**src/rtl/ifu_pkg.sv**
```systemverilog
package ifu_pkg;
    localparam int FLAG_W     = 7;
    localparam int DATA_W     = FLAG_W + 1;
    localparam int IDX_W      = 4;
    localparam int FLAG_IDX   = 13;
    localparam int ENABLE_IDX = 14;
    localparam int BIT_SR     = 2;
    localparam int BIT_T2     = 5;
    localparam int BIT_T1     = 6;
    localparam logic [FLAG_W-1:0] IRQ_MASK =
        (FLAG_W'(1) << BIT_SR) | (FLAG_W'(1) << BIT_T1);

    typedef enum logic [1:0] {
        ACC_NONE      = 2'd0,
        ACC_FLAG_WR   = 2'd1,
        ACC_ENABLE_WR = 2'd2
    } ifu_access_t;
endpackage

```
**src/rtl/ifu_flag_bank.sv**
```systemverilog
module ifu_flag_bank #(
    parameter int W = 7
) (
    input  logic         clk,
    input  logic         rst_n,
    input  logic [W-1:0] set_pulse,
    input  logic [W-1:0] clr_pulse,
    input  logic         wr_clr_en,
    input  logic [W-1:0] wr_clr_mask,
    output logic [W-1:0] flags
);
    for (genvar i = 0; i < W; i++) begin : g_bit
        always_ff @(posedge clk or negedge rst_n) begin
            if (!rst_n)
                flags[i] <= 1'b0;
            else if (set_pulse[i])
                flags[i] <= 1'b1;
            else if (clr_pulse[i] || (wr_clr_en && wr_clr_mask[i]))
                flags[i] <= 1'b0;
        end
    end

    // a set request always lands, whatever clears arrive with it
    assert_set_wins_R9: assert property (@(posedge clk) disable iff (!rst_n)
        (|set_pulse) |=> ((flags & $past(set_pulse)) == $past(set_pulse)));

    // register-write clear removes the addressed flags
    assert_write_clear_R4: assert property (@(posedge clk) disable iff (!rst_n)
        wr_clr_en |=> ((flags & $past(wr_clr_mask) & ~$past(set_pulse)) == '0));

    // side-effect clear removes the addressed flags
    assert_pulse_clear_R10: assert property (@(posedge clk) disable iff (!rst_n)
        (|clr_pulse) |=> ((flags & $past(clr_pulse) & ~$past(set_pulse)) == '0));

    // with no request at all the flags hold
    assert_flags_hold_R11: assert property (@(posedge clk) disable iff (!rst_n)
        (!wr_clr_en && set_pulse == '0 && clr_pulse == '0) |=> $stable(flags));
endmodule

```
**src/rtl/ifu_enable_bank.sv**
```systemverilog
module ifu_enable_bank #(
    parameter int W = 7
) (
    input  logic         clk,
    input  logic         rst_n,
    input  logic         wr_en,
    input  logic         wr_set,
    input  logic [W-1:0] wr_mask,
    output logic [W-1:0] enables
);
    for (genvar i = 0; i < W; i++) begin : g_bit
        always_ff @(posedge clk or negedge rst_n) begin
            if (!rst_n)
                enables[i] <= 1'b0;
            else if (wr_en && wr_mask[i])
                enables[i] <= wr_set;
        end
    end

    assert_enable_set_R1: assert property (@(posedge clk) disable iff (!rst_n)
        (wr_en && wr_set) |=> ((enables & $past(wr_mask)) == $past(wr_mask)));

    assert_enable_clear_R2: assert property (@(posedge clk) disable iff (!rst_n)
        (wr_en && !wr_set) |=> ((enables & $past(wr_mask)) == '0));

    assert_enable_keep_R1: assert property (@(posedge clk) disable iff (!rst_n)
        wr_en |=> ((enables & ~$past(wr_mask)) == ($past(enables) & ~$past(wr_mask))));
endmodule

```
**src/rtl/ifu_irq_gen.sv**
```systemverilog
module ifu_irq_gen #(
    parameter int           W    = 7,
    parameter logic [W-1:0] MASK = 7'h44
) (
    input  logic [W-1:0] flags,
    input  logic [W-1:0] enables,
    output logic         pending_any,
    output logic         irq
);
    logic [W-1:0] active;

    always_comb begin
        active      = flags & enables;
        pending_any = |active;
        irq         = |(active & MASK);
    end

    // the line is a subset of the summary
    always_comb begin
        assert_irq_implies_summary_R7: assert (!irq || pending_any);
    end
endmodule

```
**src/rtl/ifu_top.sv**
```systemverilog
module ifu_top
    import ifu_pkg::*;
#(
    parameter int FW       = FLAG_W,
    parameter int IW       = IDX_W,
    parameter int F_IDX    = FLAG_IDX,
    parameter int E_IDX    = ENABLE_IDX
) (
    input  logic          clk,
    input  logic          rst_n,
    input  logic [IW-1:0] reg_sel,
    input  logic          wr_en,
    input  logic [FW:0]   wr_data,
    input  logic [FW-1:0] set_pulse,
    input  logic [FW-1:0] clr_pulse,
    output logic [FW:0]   rd_data,
    output logic          irq
);
    localparam logic [IW-1:0] SEL_FLAG   = IW'(F_IDX);
    localparam logic [IW-1:0] SEL_ENABLE = IW'(E_IDX);
    localparam logic [FW-1:0] LINE_MASK  = FW'(IRQ_MASK);

    ifu_access_t   acc;
    logic          flag_wr;
    logic          en_wr;
    logic [FW-1:0] flags;
    logic [FW-1:0] enables;
    logic          pending_any;

    always_comb begin
        acc = ACC_NONE;
        if (wr_en && reg_sel == SEL_FLAG)
            acc = ACC_FLAG_WR;
        else if (wr_en && reg_sel == SEL_ENABLE)
            acc = ACC_ENABLE_WR;
    end

    always_comb begin
        flag_wr = 1'b0;
        en_wr   = 1'b0;
        unique case (acc)
            ACC_FLAG_WR:   flag_wr = 1'b1;
            ACC_ENABLE_WR: en_wr   = 1'b1;
            default:       ;
        endcase
    end

    ifu_flag_bank #(.W(FW)) u_flags (
        .clk         (clk),
        .rst_n       (rst_n),
        .set_pulse   (set_pulse),
        .clr_pulse   (clr_pulse),
        .wr_clr_en   (flag_wr),
        .wr_clr_mask (wr_data[FW-1:0]),
        .flags       (flags)
    );

    ifu_enable_bank #(.W(FW)) u_enables (
        .clk     (clk),
        .rst_n   (rst_n),
        .wr_en   (en_wr),
        .wr_set  (wr_data[FW]),
        .wr_mask (wr_data[FW-1:0]),
        .enables (enables)
    );

    ifu_irq_gen #(.W(FW), .MASK(LINE_MASK)) u_irq (
        .flags       (flags),
        .enables     (enables),
        .pending_any (pending_any),
        .irq         (irq)
    );

    always_comb begin
        if (reg_sel == SEL_FLAG)
            rd_data = {pending_any, flags};
        else if (reg_sel == SEL_ENABLE)
            rd_data = {1'b1, enables};
        else
            rd_data = '0;
    end

    // enable read always reports bit 7 high
    always_comb begin
        assert_enable_read_top_R3: assert (reg_sel != SEL_ENABLE || rd_data[FW]);
    end

    // a raised line is always visible in a flag read summary
    assert_irq_summary_R7: assert property (@(posedge clk) disable iff (!rst_n)
        (irq && reg_sel == SEL_FLAG) |-> rd_data[FW]);
endmodule

```
**config.mk**
```make
export PLATFORM = sky130hd
export DESIGN_NAME = ifu_top
export DESIGN_NICKNAME = d
export VERILOG_FILES = /design/src/rtl/ifu_pkg.sv /design/src/rtl/ifu_flag_bank.sv /design/src/rtl/ifu_enable_bank.sv /design/src/rtl/ifu_irq_gen.sv /design/src/rtl/ifu_top.sv
export SDC_FILE = /design/constraint.sdc
export NUM_CORES = 1
export LEC_CHECK = 0
export BUFFER_PORTS_ARGS = -buffer_cell sky130_fd_sc_hd__buf_2
export CAP_MARGIN = 20
export CORE_MARGIN = 2
export CORE_UTILIZATION = 48
export CTS_CLUSTER_DIAMETER = 40
export DETAILED_ROUTE_END_ITERATION = 6
export GPL_TIMING_DRIVEN = 1
export PLACE_DENSITY = 0.82
export SLEW_MARGIN = 20
export SYNTH_ARGS = -nofsm -noshare
export SYNTH_HDL_FRONTEND = slang
export SYNTH_SLANG_ARGS = --single-unit
```
**constraint.sdc**
```tcl
create_clock -name clk -period 2.3 [get_ports clk]
set_input_delay 0.115 -clock clk [delete_from_list [all_inputs] [get_ports clk]]
set_output_delay 0.115 -clock clk [all_outputs]
set_load 0.02 [all_outputs]
```
# == Word-level counts from Yosys, hierarchy flattened ==
# Cells that the tools add are included.
# op_classes
eq_ne,4
n_mux,20
n_bitwise,1
reduce_logical,32
# ops
operator,n
$logic_and 1x1->1,16
$mux 1,16
$mux 8,2
$reduce_bool 2->1,7
$eq 4x4->1 const B,2
$and 7x7->7,1
$logic_or 1x1->1,7
$reduce_or 7->1,1
$mux 2,2
$eq 2x1->1 const B,1
$eq 2x2->1 const B,1
$reduce_or 2->1,1
# totals
register_bits,14
output_inout_bits,9
word_cells,71

# == Logic depth before layout (Yosys ltp) ==
# depth
depth_word,10
depth_mapped,5
depth_no_buf,3

# == Hierarchy ==
# Synthesis repeated with hierarchy kept, for this count alone.
# hier_totals
hier_cells,84
hier_area_um2,827.0
# by_module_without_submodules
mod,n_inst,cells_per_inst,area_per_inst_um2,seq_area_each_um2
ifu_flag_bank,1,28,289.0,175.2
ifu_enable_bank,1,21,280.3,175.2
ifu_top,1,30,206.4,0.0
ifu_irq_gen,1,5,51.3,0.0

# == Worst setup path before layout ==
# Ideal clock, no wire load.
# synth_timing
path_type,register -> output
startpoint,register u_flags.flags[6]
endpoint,output rd_data[7]
arrival_time_ns,1.129
required_time_ns,2.185
setup_slack_ns,1.056
path_stages_with_launch,4
path_buffers,0
path_cell_list,dfrtp_1 > a22o_1 > a221oi_1 > a31oi_1
# synth_between
elab_chain_len,3
# synth_lines
item,line_no,source
start: declaration,ifu_flag_bank.sv:10,output logic [W-1:0] flags
start signal: indexed assignment,ifu_flag_bank.sv:15,flags[i] <= 1'b0;
start signal: indexed assignment,ifu_flag_bank.sv:17,flags[i] <= 1'b1;
start signal: indexed assignment,ifu_flag_bank.sv:19,flags[i] <= 1'b0;
$and 7x7->7,ifu_irq_gen.sv:13,active = flags & enables;
$reduce_or 7->1,ifu_irq_gen.sv:14,pending_any = |active;
$mux 8,ifu_top.sv:75,if (reg_sel == SEL_FLAG)
end: declaration,ifu_top.sv:16,"output logic [FW:0] rd_data,"
# No other way between the ends.

# == Worst setup path in the final report ==
# Ends and elaborated chain as after synthesis.

==> flow_metrics.tcl <==
set metrics [dict create \
    first_iter_violations 20 \
    pre_cts_ws_ns 0.9175 \
    fmax_ghz 0.6118 \
    p_per_area_nw_per_um2 624.9 \
    layout_common_cells "buf_2, dfrtp_1, nand3_1, a22oi_1" \
    antenna_cells 0 \
    cts_tree "done" \
    synth_adder_area_share_pct 0 \
    finish.utilization_pct 65.01 \
    vias_per_cell 5.832 \
    cts-root-buf "clkbuf_4" \
    place_congestion 0.8208 \
    ys_seq_elements 14 \
    grt_pass1_vias 746 \
    antenna_found_initial 0 \
    crit_fanout 3 \
    power_frac_comb_pct 21.9 \
    synth_compound_area_share_pct 19.24 \
    crit_required_ns 2.18 \
    drv_cap 0 \
    finalWorstSetupSlack_ns 0.6655 \
    reg2regPathDepth 1 \
    ios 38 \
    power.switching_uw 183.7 \
    final_common_cell "buf_2" \
    clock_latency_ns 0.29 \
    core_region_area_um2 1559 \
    wirelength_um 1842 \
    cp-end-kind "output pin" \
    wire_per_inst_um 14.06 \
    finalHoldViolCount 0 \
    yosysSeqAreaShare_pct 42.75 \
    internal_power_uw 449.6 \
    die_w_um 45.32 \
    grt-ovfl-total 0 \
    setup_viol 0 \
    ctsLongestPathBuffers 2 \
    yosysUniqueCellTypes 21 \
    post_cts_buffers 0 \
    dieArea_um2 2054 \
    mappedNetlistNets 107 \
    syn_area_um2 819.5 \
    yosys.area_share.xor_xnor_pct 0 \
    yosys.area_share.simple_pct 16.79 \
    worst_pin_slew_ns 0.6824 \
    nets 145 \
    dr.pass1.iters 4 \
    cp.arrival_ns 1.52 \
    drc 0 \
    finalCriticalPeriod_ns 1.634 \
    slew_violations 0 \
    syn_inst 78 \
    hold_slack_ns 0.002171 \
    drive_gt1_share_pct 51.30 \
    portBuffers 37 \
    gr-usage-all-layers_pct 20.73 \
    slew_headroom_pct 54.30 \
    avgSynthCellArea_um2 10.51 \
    dp_hpwl_um 1349 \
    clkPwrFrac_pct 29.7 \
    peakVddDrop_v 0.0003306 \
    rsz0062_at_grt "false" \
    cts_max_level 1 \
    grt_max_degree 17 \
    area_delta_synth_final_pct 23.66 \
    hold_path_class "in -> reg" \
    placementRows 14 \
    status "completed" \
    clkTransAtPathRegs_ns 0.09 \
    seqPwrFrac_pct 48.4 \
    startpoint_type "flop" \
    skew_ns 0 \
    clock-sinks 14 \
    num_vias 764 \
    cts_resized 0 \
    start_util_pct 52.57 \
    finalCritPeriodShare_pct 71.06 \
    cts-buffers-inserted 3 \
    muxShareOfSynthArea_pct 10.99 \
    whs_path_depth 2 \
    p_leak_nw 0.5115 \
    grt_pass1_wl_um 3098 \
    finalSetupTns_ns 0 \
    p_sw_share_pct 29.00 \
    path_class "reg -> out" \
    final_antenna_net_count 0 \
    synth_top_family_by_area "compound AO/OA/AOI/OAI gates" \
    die_h_um 45.32 \
    yosysWarnings 0 \
]
[flip-flops by register name, summed over array words and instances, names as in the netlist]
name / cells
u_flags.flags: 7
u_enables.enables: 7
[worst max-delay path: stages (launching register included)]
cell and delay [ns]:
dfrtp_1 0.42, a22o_1 0.26, a221oi_1 0.24, a31oi_1 0.14, buf_2 0.18
[power groups by stage]
stage	logic (mW)	registers [mW]	clock network [mW]
2_1_floorplan	0.0969	0.302	0
3_3_place_gp	0.134	0.307	0
3_5_place_dp	0.138	0.311	0
4_1_cts	0.139	0.306	0.189
5_1_grt	0.155	0.311	0.195
6_report	0.139	0.307	0.188
[through the flow]
step | power [mW] | cell area, um2 | instances
3_3_place_gp | 0.4415 | 967.2 | 126
4_1_cts | 0.6342 | 1013 | 131
2_1_floorplan | 0.3986 | 819.5 | 78
3_5_place_dp | 0.4489 | 967.2 | 126
5_1_grt | 0.6615 | 1013 | 131
6_report | 0.6333 | 1013 | 131
[final timing paths]
check	start	to	slack (ns)
min	set_pulse[1]	u_flags.flags[1]$_DFFE_PN0P_	0.002
min reg2reg	u_flags.flags[1]$_DFFE_PN0P_	u_flags.flags[1]$_DFFE_PN0P_	0.55
max reg2reg	u_enables.enables[4]$_DFFE_PN0P_	u_enables.enables[4]$_DFFE_PN0P_	1.51
max	u_flags.flags[6]$_DFFE_PN0P_	rd_data[7]	0.67
min in group asynchronous	rst_n	u_flags.flags[1]$_DFFE_PN0P_	0.23
max in group asynchronous	rst_n	u_flags.flags[3]$_DFFE_PN0P_	1.83
[cell type report]
type / instances / area [um2]
flip-flops and latches: 14 / 350.3
multi-input cells: 52 / 385.4
fillers: 132 / 545.5
inverters: 7 / 26.28
repair buffers: 38 / 195.2
well taps: 16 / 20.02
clock buffers: 4 / 36.28
[cells by family (layout without fill, tap and decap cells)]
kind of cell,count (synthesis),after routing
AOI/OAI and AO/OA,20,20
buffers and inverters,12,49
DFF,14,14
muxes,7,7
and+or+nand+nor,25,25
[Yosys cell counts]
| library cell | n | area, um2 |
|---|---|---|
| dfrtp_1 | 14 | 350.3 |
| and3_1 | 1 | 6.260 |
| a31oi_1 | 1 | 6.260 |
| nand3_2 | 3 | 30.03 |
| a31o_2 | 7 | 61.31 |
| mux2_4 | 3 | 45.04 |
| a221oi_1 | 1 | 8.760 |
| and2b_1 | 1 | 7.510 |
| mux2_2 | 4 | 45.04 |
| nand2_1 | 1 | 3.750 |
| inv_1 | 7 | 26.28 |
| nand3_1 | 11 | 55.05 |
| a21oi_1 | 1 | 5.000 |
| buf_4 | 2 | 15.01 |
| nor2b_2 | 1 | 8.760 |
| nor2_1 | 7 | 26.28 |
| a22oi_1 | 8 | 60.06 |
| a22o_1 | 1 | 8.760 |
| buf_6 | 2 | 22.52 |
| buf_12 | 1 | 20.02 |
| o21bai_1 | 1 | 7.510 |
[routing by layer]
metal / routed length [um] / up-vias / part of all wire [%] / global-route usage, %
met1: 805 / 362 / 44 / 27.27
met4: 25 / 0 / 1.4 / 8.824
li1: - / 359 / - / -
met2: 876 / 37 / 48 / 34.00
met5: 0 / - / 0 / 0
met3: 135 / 6 / 7.3 / 2.800
[what timing repair did]
| item | 4_1_cts | 5_1_grt |
|---|---|---|
| endpoints found under the hold margin | 14 | 0 |
| endpoints found under the setup margin | 0 | 0 |
| hold buffers | 1 | 0 |
No activity file was read; power rests on OpenSTA's default activity.
